`src/rtl/pf_resamp_pkg.sv`:
```
package pf_resamp_pkg;

  localparam int unsigned   RNG_W    = 32;
  localparam logic [31:0]   RNG_TAPS = 32'hA300_0000;

  typedef enum logic [2:0] {
    PH_IDLE,
    PH_DRAW,
    PH_WAIT,
    PH_SEARCH,
    PH_EMIT
  } phase_t;

  function automatic logic [RNG_W-1:0] rng_advance(input logic [RNG_W-1:0] s);
    return (s >> 1) ^ (s[0] ? RNG_TAPS : '0);
  endfunction

endpackage

```
`src/rtl/pf_cumsum_mem.sv`:
```
module pf_cumsum_mem #(
  parameter int LOG2N = 4,
  parameter int CUM_W = 32,
  localparam int N    = 1 << LOG2N,
  localparam int AW   = LOG2N
) (
  input  logic             clk,
  input  logic             rst_n,
  input  logic             intake_open,
  input  logic             wr_valid,
  output logic             wr_ready,
  input  logic [CUM_W-1:0] wr_data,
  input  logic [AW-1:0]    rd_addr,
  output logic [CUM_W-1:0] rd_data,
  output logic             table_full
);

  localparam logic [AW-1:0] LAST = AW'(N - 1);

  logic [CUM_W-1:0] tbl [N];
  logic [CUM_W-1:0] run_sum;
  logic [CUM_W-1:0] sum_next;
  logic [AW-1:0]    wptr;
  logic             take;

  assign wr_ready   = intake_open;
  assign take       = wr_valid && wr_ready;
  assign sum_next   = run_sum + wr_data;
  assign table_full = take && (wptr == LAST);
  assign rd_data    = tbl[rd_addr];

  always_ff @(posedge clk) begin
    if (take) tbl[wptr] <= sum_next;
  end

  always_ff @(posedge clk or negedge rst_n) begin
    if (!rst_n) begin
      run_sum <= '0;
      wptr    <= '0;
    end else if (take) begin
      if (wptr == LAST) begin
        run_sum <= '0;
        wptr    <= '0;
      end else begin
        run_sum <= sum_next;
        wptr    <= wptr + AW'(1);
      end
    end
  end

  // The table may only be written while intake is open
  assert_no_write_closed_R2: assert property (@(posedge clk) disable iff (!rst_n)
    !intake_open |=> $stable(wptr) && $stable(run_sum));

endmodule

```
`src/rtl/pf_lfsr_src.sv`:
```
module pf_lfsr_src
  import pf_resamp_pkg::*;
#(
  parameter int FRAC_W = 31
) (
  input  logic              clk,
  input  logic              rst_n,
  input  logic              seed_load,
  input  logic [RNG_W-1:0]  seed_value,
  input  logic              draw_req,
  output logic              draw_valid,
  output logic [FRAC_W-1:0] draw_frac
);

  logic [RNG_W-1:0] state;
  logic             pend;

  assign draw_frac = state[RNG_W-1 -: FRAC_W];

  always_ff @(posedge clk or negedge rst_n) begin
    if (!rst_n) begin
      state      <= RNG_W'(1);
      pend       <= 1'b0;
      draw_valid <= 1'b0;
    end else begin
      draw_valid <= 1'b0;
      if (seed_load) begin
        state <= (seed_value == '0) ? RNG_W'(1) : seed_value;
        pend  <= pend | draw_req;
      end else if (draw_req || pend) begin
        state      <= rng_advance(state);
        pend       <= 1'b0;
        draw_valid <= 1'b1;
      end
    end
  end

  // The generator state never reaches zero
  assert_state_nonzero_R9: assert property (@(posedge clk) disable iff (!rst_n)
    state != '0);

  // A seed arriving together with a draw postpones the draw by one cycle
  assert_seed_defers_draw_R10: assert property (@(posedge clk) disable iff (!rst_n)
    seed_load && draw_req |=> !draw_valid);

endmodule

```
`src/rtl/pf_threshold.sv`:
```
module pf_threshold #(
  parameter int LOG2N = 4,
  parameter int CUM_W = 32
) (
  input  logic             clk,
  input  logic             rst_n,
  input  logic             load,
  input  logic [CUM_W-2:0] rand_frac,
  input  logic             advance,
  output logic [CUM_W-1:0] u_cur
);

  localparam logic [CUM_W-1:0] STEP = CUM_W'(1) << (CUM_W - 1 - LOG2N);

  always_ff @(posedge clk or negedge rst_n) begin
    if (!rst_n) begin
      u_cur <= '0;
    end else if (load) begin
      u_cur <= {1'b0, rand_frac} >> LOG2N;
    end else if (advance) begin
      u_cur <= u_cur + STEP;
    end
  end

  // A new pass start and a slot step never coincide
  assert_load_step_apart_R8: assert property (@(posedge clk) disable iff (!rst_n)
    !(load && advance));

endmodule

```
`src/rtl/pf_search_ctl.sv`:
```
module pf_search_ctl
  import pf_resamp_pkg::*;
#(
  parameter int LOG2N = 4,
  parameter int CUM_W = 32,
  localparam int N    = 1 << LOG2N,
  localparam int AW   = LOG2N
) (
  input  logic             clk,
  input  logic             rst_n,
  input  logic             pass_start,
  output logic             draw_req,
  input  logic             draw_valid,
  output logic [AW-1:0]    rd_addr,
  input  logic [CUM_W-1:0] cum_val,
  input  logic [CUM_W-1:0] u_cur,
  output logic             next_u,
  output logic             out_valid,
  input  logic             out_ready,
  output logic [AW-1:0]    out_idx,
  output logic             busy,
  output logic             reg_init
);

  localparam logic [AW-1:0] LAST = AW'(N - 1);

  phase_t      ph;
  logic [AW-1:0] ptr;
  logic [AW-1:0] slot;
  logic          step_on;

  assign rd_addr  = ptr;
  assign draw_req = (ph == PH_DRAW);
  assign busy     = (ph != PH_IDLE);
  assign next_u   = (ph == PH_EMIT) && out_ready && (slot != LAST);
  assign step_on  = (u_cur > cum_val) && (ptr != LAST);

  always_ff @(posedge clk or negedge rst_n) begin
    if (!rst_n) begin
      ph        <= PH_IDLE;
      ptr       <= '0;
      slot      <= '0;
      out_valid <= 1'b0;
      out_idx   <= '0;
      reg_init  <= 1'b0;
    end else begin
      reg_init <= 1'b0;
      unique case (ph)
        PH_IDLE:   if (pass_start) ph <= PH_DRAW;
        PH_DRAW:   ph <= PH_WAIT;
        PH_WAIT: begin
          if (draw_valid) begin
            ptr  <= '0;
            slot <= '0;
            ph   <= PH_SEARCH;
          end
        end
        PH_SEARCH: begin
          if (step_on) begin
            ptr <= ptr + AW'(1);
          end else begin
            out_valid <= 1'b1;
            out_idx   <= ptr;
            ph        <= PH_EMIT;
          end
        end
        PH_EMIT: begin
          if (out_ready) begin
            out_valid <= 1'b0;
            if (slot == LAST) begin
              reg_init <= 1'b1;
              ph       <= PH_IDLE;
            end else begin
              slot <= slot + AW'(1);
              ph   <= PH_SEARCH;
            end
          end
        end
        default: ph <= PH_IDLE;
      endcase
    end
  end

  // An emitted index covers its threshold, unless it is the last particle
  assert_select_covers_R3: assert property (@(posedge clk) disable iff (!rst_n)
    $rose(out_valid) |-> (u_cur <= cum_val) || (out_idx == LAST));

  // The pointer never moves backward within a pass
  assert_ptr_monotonic_R4: assert property (@(posedge clk) disable iff (!rst_n)
    (ph == PH_SEARCH || ph == PH_EMIT) &&
    ($past(ph) == PH_SEARCH || $past(ph) == PH_EMIT) |-> ptr >= $past(ptr));

  // A held index stays put under back-pressure
  assert_hold_stable_R6: assert property (@(posedge clk) disable iff (!rst_n)
    out_valid && !out_ready |=> out_valid && $stable(out_idx));

  // The end-of-pass pulse lasts one cycle
  assert_pulse_single_R7: assert property (@(posedge clk) disable iff (!rst_n)
    reg_init |=> !reg_init);

  // busy only falls together with the end-of-pass pulse
  assert_busy_end_R7: assert property (@(posedge clk) disable iff (!rst_n)
    $fell(busy) |-> reg_init);

endmodule

```
`src/rtl/pf_resampler.sv`:
```
module pf_resampler #(
  parameter int LOG2N = 4,
  parameter int CUM_W = 32
) (
  input  logic             clk,
  input  logic             rst_n,
  input  logic             w_valid,
  output logic             w_ready,
  input  logic [CUM_W-1:0] w_data,
  input  logic             seed_load,
  input  logic [31:0]      seed_value,
  output logic             idx_valid,
  input  logic             idx_ready,
  output logic [LOG2N-1:0] idx_data,
  output logic             busy,
  output logic             reg_init
);

  localparam int FRAC_W = CUM_W - 1;

  logic             table_full;
  logic [LOG2N-1:0] rd_addr;
  logic [CUM_W-1:0] cum_val;
  logic             draw_req;
  logic             draw_valid;
  logic [FRAC_W-1:0] draw_frac;
  logic [CUM_W-1:0] u_cur;
  logic             next_u;

  pf_cumsum_mem #(.LOG2N(LOG2N), .CUM_W(CUM_W)) u_table (
    .clk         (clk),
    .rst_n       (rst_n),
    .intake_open (!busy),
    .wr_valid    (w_valid),
    .wr_ready    (w_ready),
    .wr_data     (w_data),
    .rd_addr     (rd_addr),
    .rd_data     (cum_val),
    .table_full  (table_full)
  );

  pf_lfsr_src #(.FRAC_W(FRAC_W)) u_rng (
    .clk        (clk),
    .rst_n      (rst_n),
    .seed_load  (seed_load),
    .seed_value (seed_value),
    .draw_req   (draw_req),
    .draw_valid (draw_valid),
    .draw_frac  (draw_frac)
  );

  pf_threshold #(.LOG2N(LOG2N), .CUM_W(CUM_W)) u_thr (
    .clk       (clk),
    .rst_n     (rst_n),
    .load      (draw_valid),
    .rand_frac (draw_frac),
    .advance   (next_u),
    .u_cur     (u_cur)
  );

  pf_search_ctl #(.LOG2N(LOG2N), .CUM_W(CUM_W)) u_ctl (
    .clk        (clk),
    .rst_n      (rst_n),
    .pass_start (table_full),
    .draw_req   (draw_req),
    .draw_valid (draw_valid),
    .rd_addr    (rd_addr),
    .cum_val    (cum_val),
    .u_cur      (u_cur),
    .next_u     (next_u),
    .out_valid  (idx_valid),
    .out_ready  (idx_ready),
    .out_idx    (idx_data),
    .busy       (busy),
    .reg_init   (reg_init)
  );

  // The intake stream is closed for the whole pass
  assert_intake_closed_R2: assert property (@(posedge clk) disable iff (!rst_n)
    busy |-> !w_ready);

  // No index is offered outside a pass
  assert_idx_in_pass_R7: assert property (@(posedge clk) disable iff (!rst_n)
    idx_valid |-> busy);

endmodule

```
`config.mk`:
```
export PLATFORM = sky130hd
export DESIGN_NAME = pf_resampler
export DESIGN_NICKNAME = d
export VERILOG_FILES = /design/src/rtl/pf_resamp_pkg.sv /design/src/rtl/pf_cumsum_mem.sv /design/src/rtl/pf_lfsr_src.sv /design/src/rtl/pf_threshold.sv /design/src/rtl/pf_search_ctl.sv /design/src/rtl/pf_resampler.sv
export SDC_FILE = /design/constraint.sdc
export NUM_CORES = 1
export LEC_CHECK = 0
export BUFFER_PORTS_ARGS = -buffer_cell sky130_fd_sc_hd__buf_2
export CORE_MARGIN = 1
export CORE_UTILIZATION = 25
export DETAILED_ROUTE_END_ITERATION = 8
export PLACE_DENSITY = 0.36
export SYNTH_ARGS = -nofsm -noshare
export SYNTH_HDL_FRONTEND = slang
export SYNTH_SLANG_ARGS = --single-unit
```
`constraint.sdc`:
```
create_clock -name clk -period 7.5 [get_ports clk]
set_input_delay 0.75 -clock clk [delete_from_list [all_inputs] [get_ports clk]]
set_output_delay 0.75 -clock clk [all_outputs]
set_load 0.1 [all_outputs]
```
==> flow_summary_export.csv <==
group,metric,value,unit
detailed_routing,dr.first_iter.drc_count,1171,
setup_path,rr_worst_depth,14,
placement,port_buffers,76,
setup_path,arrival,5.77,ns
setup_path,worst_path_max_delay_cell,"nor2b_4",
clock_tree,cts_buffer_depth,3,
pwr,finalPower,0.0136,W
setup_path,critPathCaptureType,"flop",
grt,grt_max_degree,72,
setup_path,ff2ff_setup_slack,2.22,ns
synth,async_flop_share,0.189,
clock_tree,clock_tree.htree_level_count,3,
final_layout,num_antenna_cells,0,
clock_tree,cts.reportedPaths.clkPinSlew,0.05,ns
final_layout,post_route_cells_drive_above_1_share,0.200,
sta,final_count_of_hold_timing_violations,0,
detailed_routing,routed_len_inst,24.6,um
grt,grt-ovfl-total,0,
grt,grt.total_usage,0.146,
setup_path,timing.critical_path.max_delay_family,"compound AO/OA/AOI/OAI gates",
synth,synth_warnings,0,
floorplan,die_w,331,um
sta,min_period_over_period,0.704,
setup_path,type_of_element_launching_the_critical_path,"flop",
final_layout,final_nets,1929,
sta,rsz0062_at_grt,"no",
sta,final.setup.tns,0,ns
synth,synth_area_per_cell,16.0,um^2
synth,yosysUniqueCellTypes,64,
clock_tree,cts-buffers-inserted,77,
detailed_routing,viasPerCell,4.77,
run_status,status,"complete, no violations",
setup_path,slowest_delay,0.80,ns
sta,finalCriticalPeriod,5.28,ns
placement,post-dp-hpwl,47.1,mm
sta,relSlewSlack,0.153,
sta,worst_slew_pin_slew,1.27,ns
grt,number_of_global_route_vias_before_repair,16200,
detailed_routing,final_antenna_net_count,0,
sta,max_freq,189,MHz
clock_tree,post_cts_resized,0,
final_layout,most-common-layout-cells,"512 x edfxtp_1, 158 x mux2i_1, 114 x dfrtp_1",
placement,gp_routability_congestion,0.795,
grt,grt_first_pass_wirelength,117,mm
setup_path,rr_startpoint,"u_ctl.rd_addr[2]$_DFFE_PN0P_",
sta,skew,0.0254,ns
placement,dpl_cell_area,29400,um^2
clock_tree,clock_sink_count,631,
detailed_routing,drc_errors,0,
clock_tree,hold_buf_cts,0,
detailed_routing,finalWirelength,80.2,mm
synth,dominantRegCellSynth,"edfxtp_1",
floorplan,fp-row-count,120,
worst_hold_path,worst_hold_path_type,"primary input to async pin",
setup_path,cp_cell_sequence,"nor2b_4, buf_4, a221oi_1, o21a_1, a221oi_1, ha_1, nor2b_1, o21a_1, o21ai_0, a211oi_1, o31a_1, o21ai_2, nor2b_1, mux2_2",
synth,yosysSeqAreaShare,0.677,
clock_tree,ctsRootBufferMaster,"clkbuf_16",
floorplan,fp.dieH,331,um
floorplan,initial_core_util,0.253,
final_layout,synthToLayoutAreaGrowth,17.4,%
grt,antenna_found_initial,2,
sta,slew_violations,0,
floorplan,design.die.area,110000,um^2
setup_path,timing.critical_path.required,7.99,ns
setup_path,reg2reg_to,"u_ctl.out_idx[1]$_DFFE_PN0P_",
detailed_routing,firstDrtPassIters,5,
final_layout,commonest_non_fill_non_tap_cell_in_the_layout,"edfxtp_1",
setup_path,crit_fanout,24,
clock_tree,tritoncts,"done",
final_layout,final_cell_area_excluding_filler_cells,31800,um^2
final_layout,finish.utilization,0.297,
pwr,power-per-cell-area,426,nW/um^2
clock_tree,clock_latency,0.63,ns
clock_tree,post-cts-setup-buffers,0,
synth,synth_nets,1831,
synth,synth.cell_area,27100,um^2
synth,synth_edf_count,512,
flow_run,cap_viol_max_count,0,
synth,synthesis.instances,1691,
pwr,leakagePower,11.4,nW
sta,setup-violations-final,0,
floorplan,io_pins,77,
pwr,ir_drop,0.000240,V
synth,ys_seq_elements,631,
setup_path,cp_num_buf_inv,1,
setup_path,path_class,"flop to flop",
detailed_routing,via_count,15500,
floorplan,floorplan_core_area,107000,um^2
-- worst max path at each step --
stage / startpoint / endpoint / slack (ns) / depth (start not counted)
detailed placement: u_ctl.rd_addr[2]$_DFFE_PN0P_ / u_ctl.out_idx[1]$_DFFE_PN0P_ / 2.15 / 14
CTS: u_ctl.rd_addr[2]$_DFFE_PN0P_ / u_ctl.out_idx[1]$_DFFE_PN0P_ / 2.09 / 14
floorplan: u_ctl.ph[1]$_DFFE_PN0P_ / u_table.tbl[15][0]$_DFFE_PP_ / 2.17 / 6
global route: u_ctl.rd_addr[2]$_DFFE_PN0P_ / u_ctl.out_idx[1]$_DFFE_PN0P_ / 1.90 / 14
global placement: u_ctl.rd_addr[2]$_DFFE_PN0P_ / u_ctl.out_idx[1]$_DFFE_PN0P_ / 2.21 / 14
finish: u_ctl.rd_addr[2]$_DFFE_PN0P_ / u_ctl.out_idx[1]$_DFFE_PN0P_ / 2.22 / 14
-- registers in the layout, indices dropped and copies added (netlist names), 3 cells and up --
name             flops
u_ctl.ph             3
u_table.wptr         4
u_table.tbl        512
u_rng.state         32
u_thr.u_cur         32
u_ctl.rd_addr        4
u_ctl.slot           4
u_table.run_sum     32
u_ctl.out_idx        4
-- cells in the mapped netlist, drive strengths merged (3+ instances only) --
master / count / area share
xor2: 12 / 0.0039
edfxtp: 512 / 0.57
and2: 15 / 0.0035
a221oi: 95 / 0.031
a21boi: 4 / 0.0011
nor2: 41 / 0.0057
inv: 14 / 0.0019
buf: 25 / 0.0041
nor4: 11 / 0.0025
o211ai: 4 / 0.0011
a31oi: 3 / 0.00069
o22ai: 4 / 0.00092
nand2b: 6 / 0.0014
nand4: 18 / 0.0042
clkbuf: 72 / 0.010
a32o: 3 / 0.0011
nor3: 11 / 0.0020
xnor2: 24 / 0.0078
o21a: 38 / 0.011
a21oi: 52 / 0.011
mux2: 30 / 0.012
a21o: 32 / 0.0089
a211oi: 8 / 0.0022
nand3: 16 / 0.0030
ha: 70 / 0.032
mux4: 64 / 0.053
mux2i: 158 / 0.058
nor2b: 11 / 0.0025
and3: 13 / 0.0030
or2: 3 / 0.00069
dfrtp: 118 / 0.11
a22o: 25 / 0.0081
o21ai: 69 / 0.013
nand2: 79 / 0.011
-- metrics by stage --
step           hold slack, ns  cells  setup WS, ns
2_1_floorplan           0.443   1691          2.17
3_3_place_gp            0.462   3112          2.21
3_5_place_dp            0.463   3112          2.15
4_1_cts                 0.172   3254          2.09
5_1_grt                 0.190   3255          1.90
6_report                0.151   3255          2.22
-- layout make-up --
| type | instances | area (um^2) |
|---|---|---|
| Tap cell | 1403 | 1760 |
| Clock buffer | 103 | 2110 |
| Fill cell | 10700 | 75400 |
| Clock inverter | 39 | 342 |
| Inverter | 15 | 56.3 |
| Multi-Input combinational cell | 948 | 8460 |
| Timing Repair Buffer | 116 | 724 |
| Sequential cell | 631 | 18400 |
-- cells by family after synthesis --
| group | synth area share |
|---|---|
| flops | 0.677 |
| buf+inv | 0.0162 |
| fa+ha+maj | 0.0331 |
| compound gates | 0.0958 |
| xor+xnor | 0.0125 |
| simple gates | 0.0411 |
| mux | 0.124 |
-- metal layers --
layer | track usage | share of wire | vias up
met5 | 0 | 0 | -
met4 | 0.0349 | 0.020 | 0
met3 | 0.0225 | 0.036 | 101
met2 | 0.221 | 0.44 | 324
met1 | 0.218 | 0.51 | 8118
li1 | - | - | 6992
-- power breakdown --
part | leakage (nW) | internal [W] | total, W | switching (W)
registers | 6.09 | 0.00515 | 0.00548 | 0.000334
logic | 4.16 | 0.00151 | 0.00443 | 0.00291
clock network | 1.19 | 0.00212 | 0.00364 | 0.00152
total | 11.4 | 0.00879 | 0.0136 | 0.00476
Power figures use the tool's default switching activity.
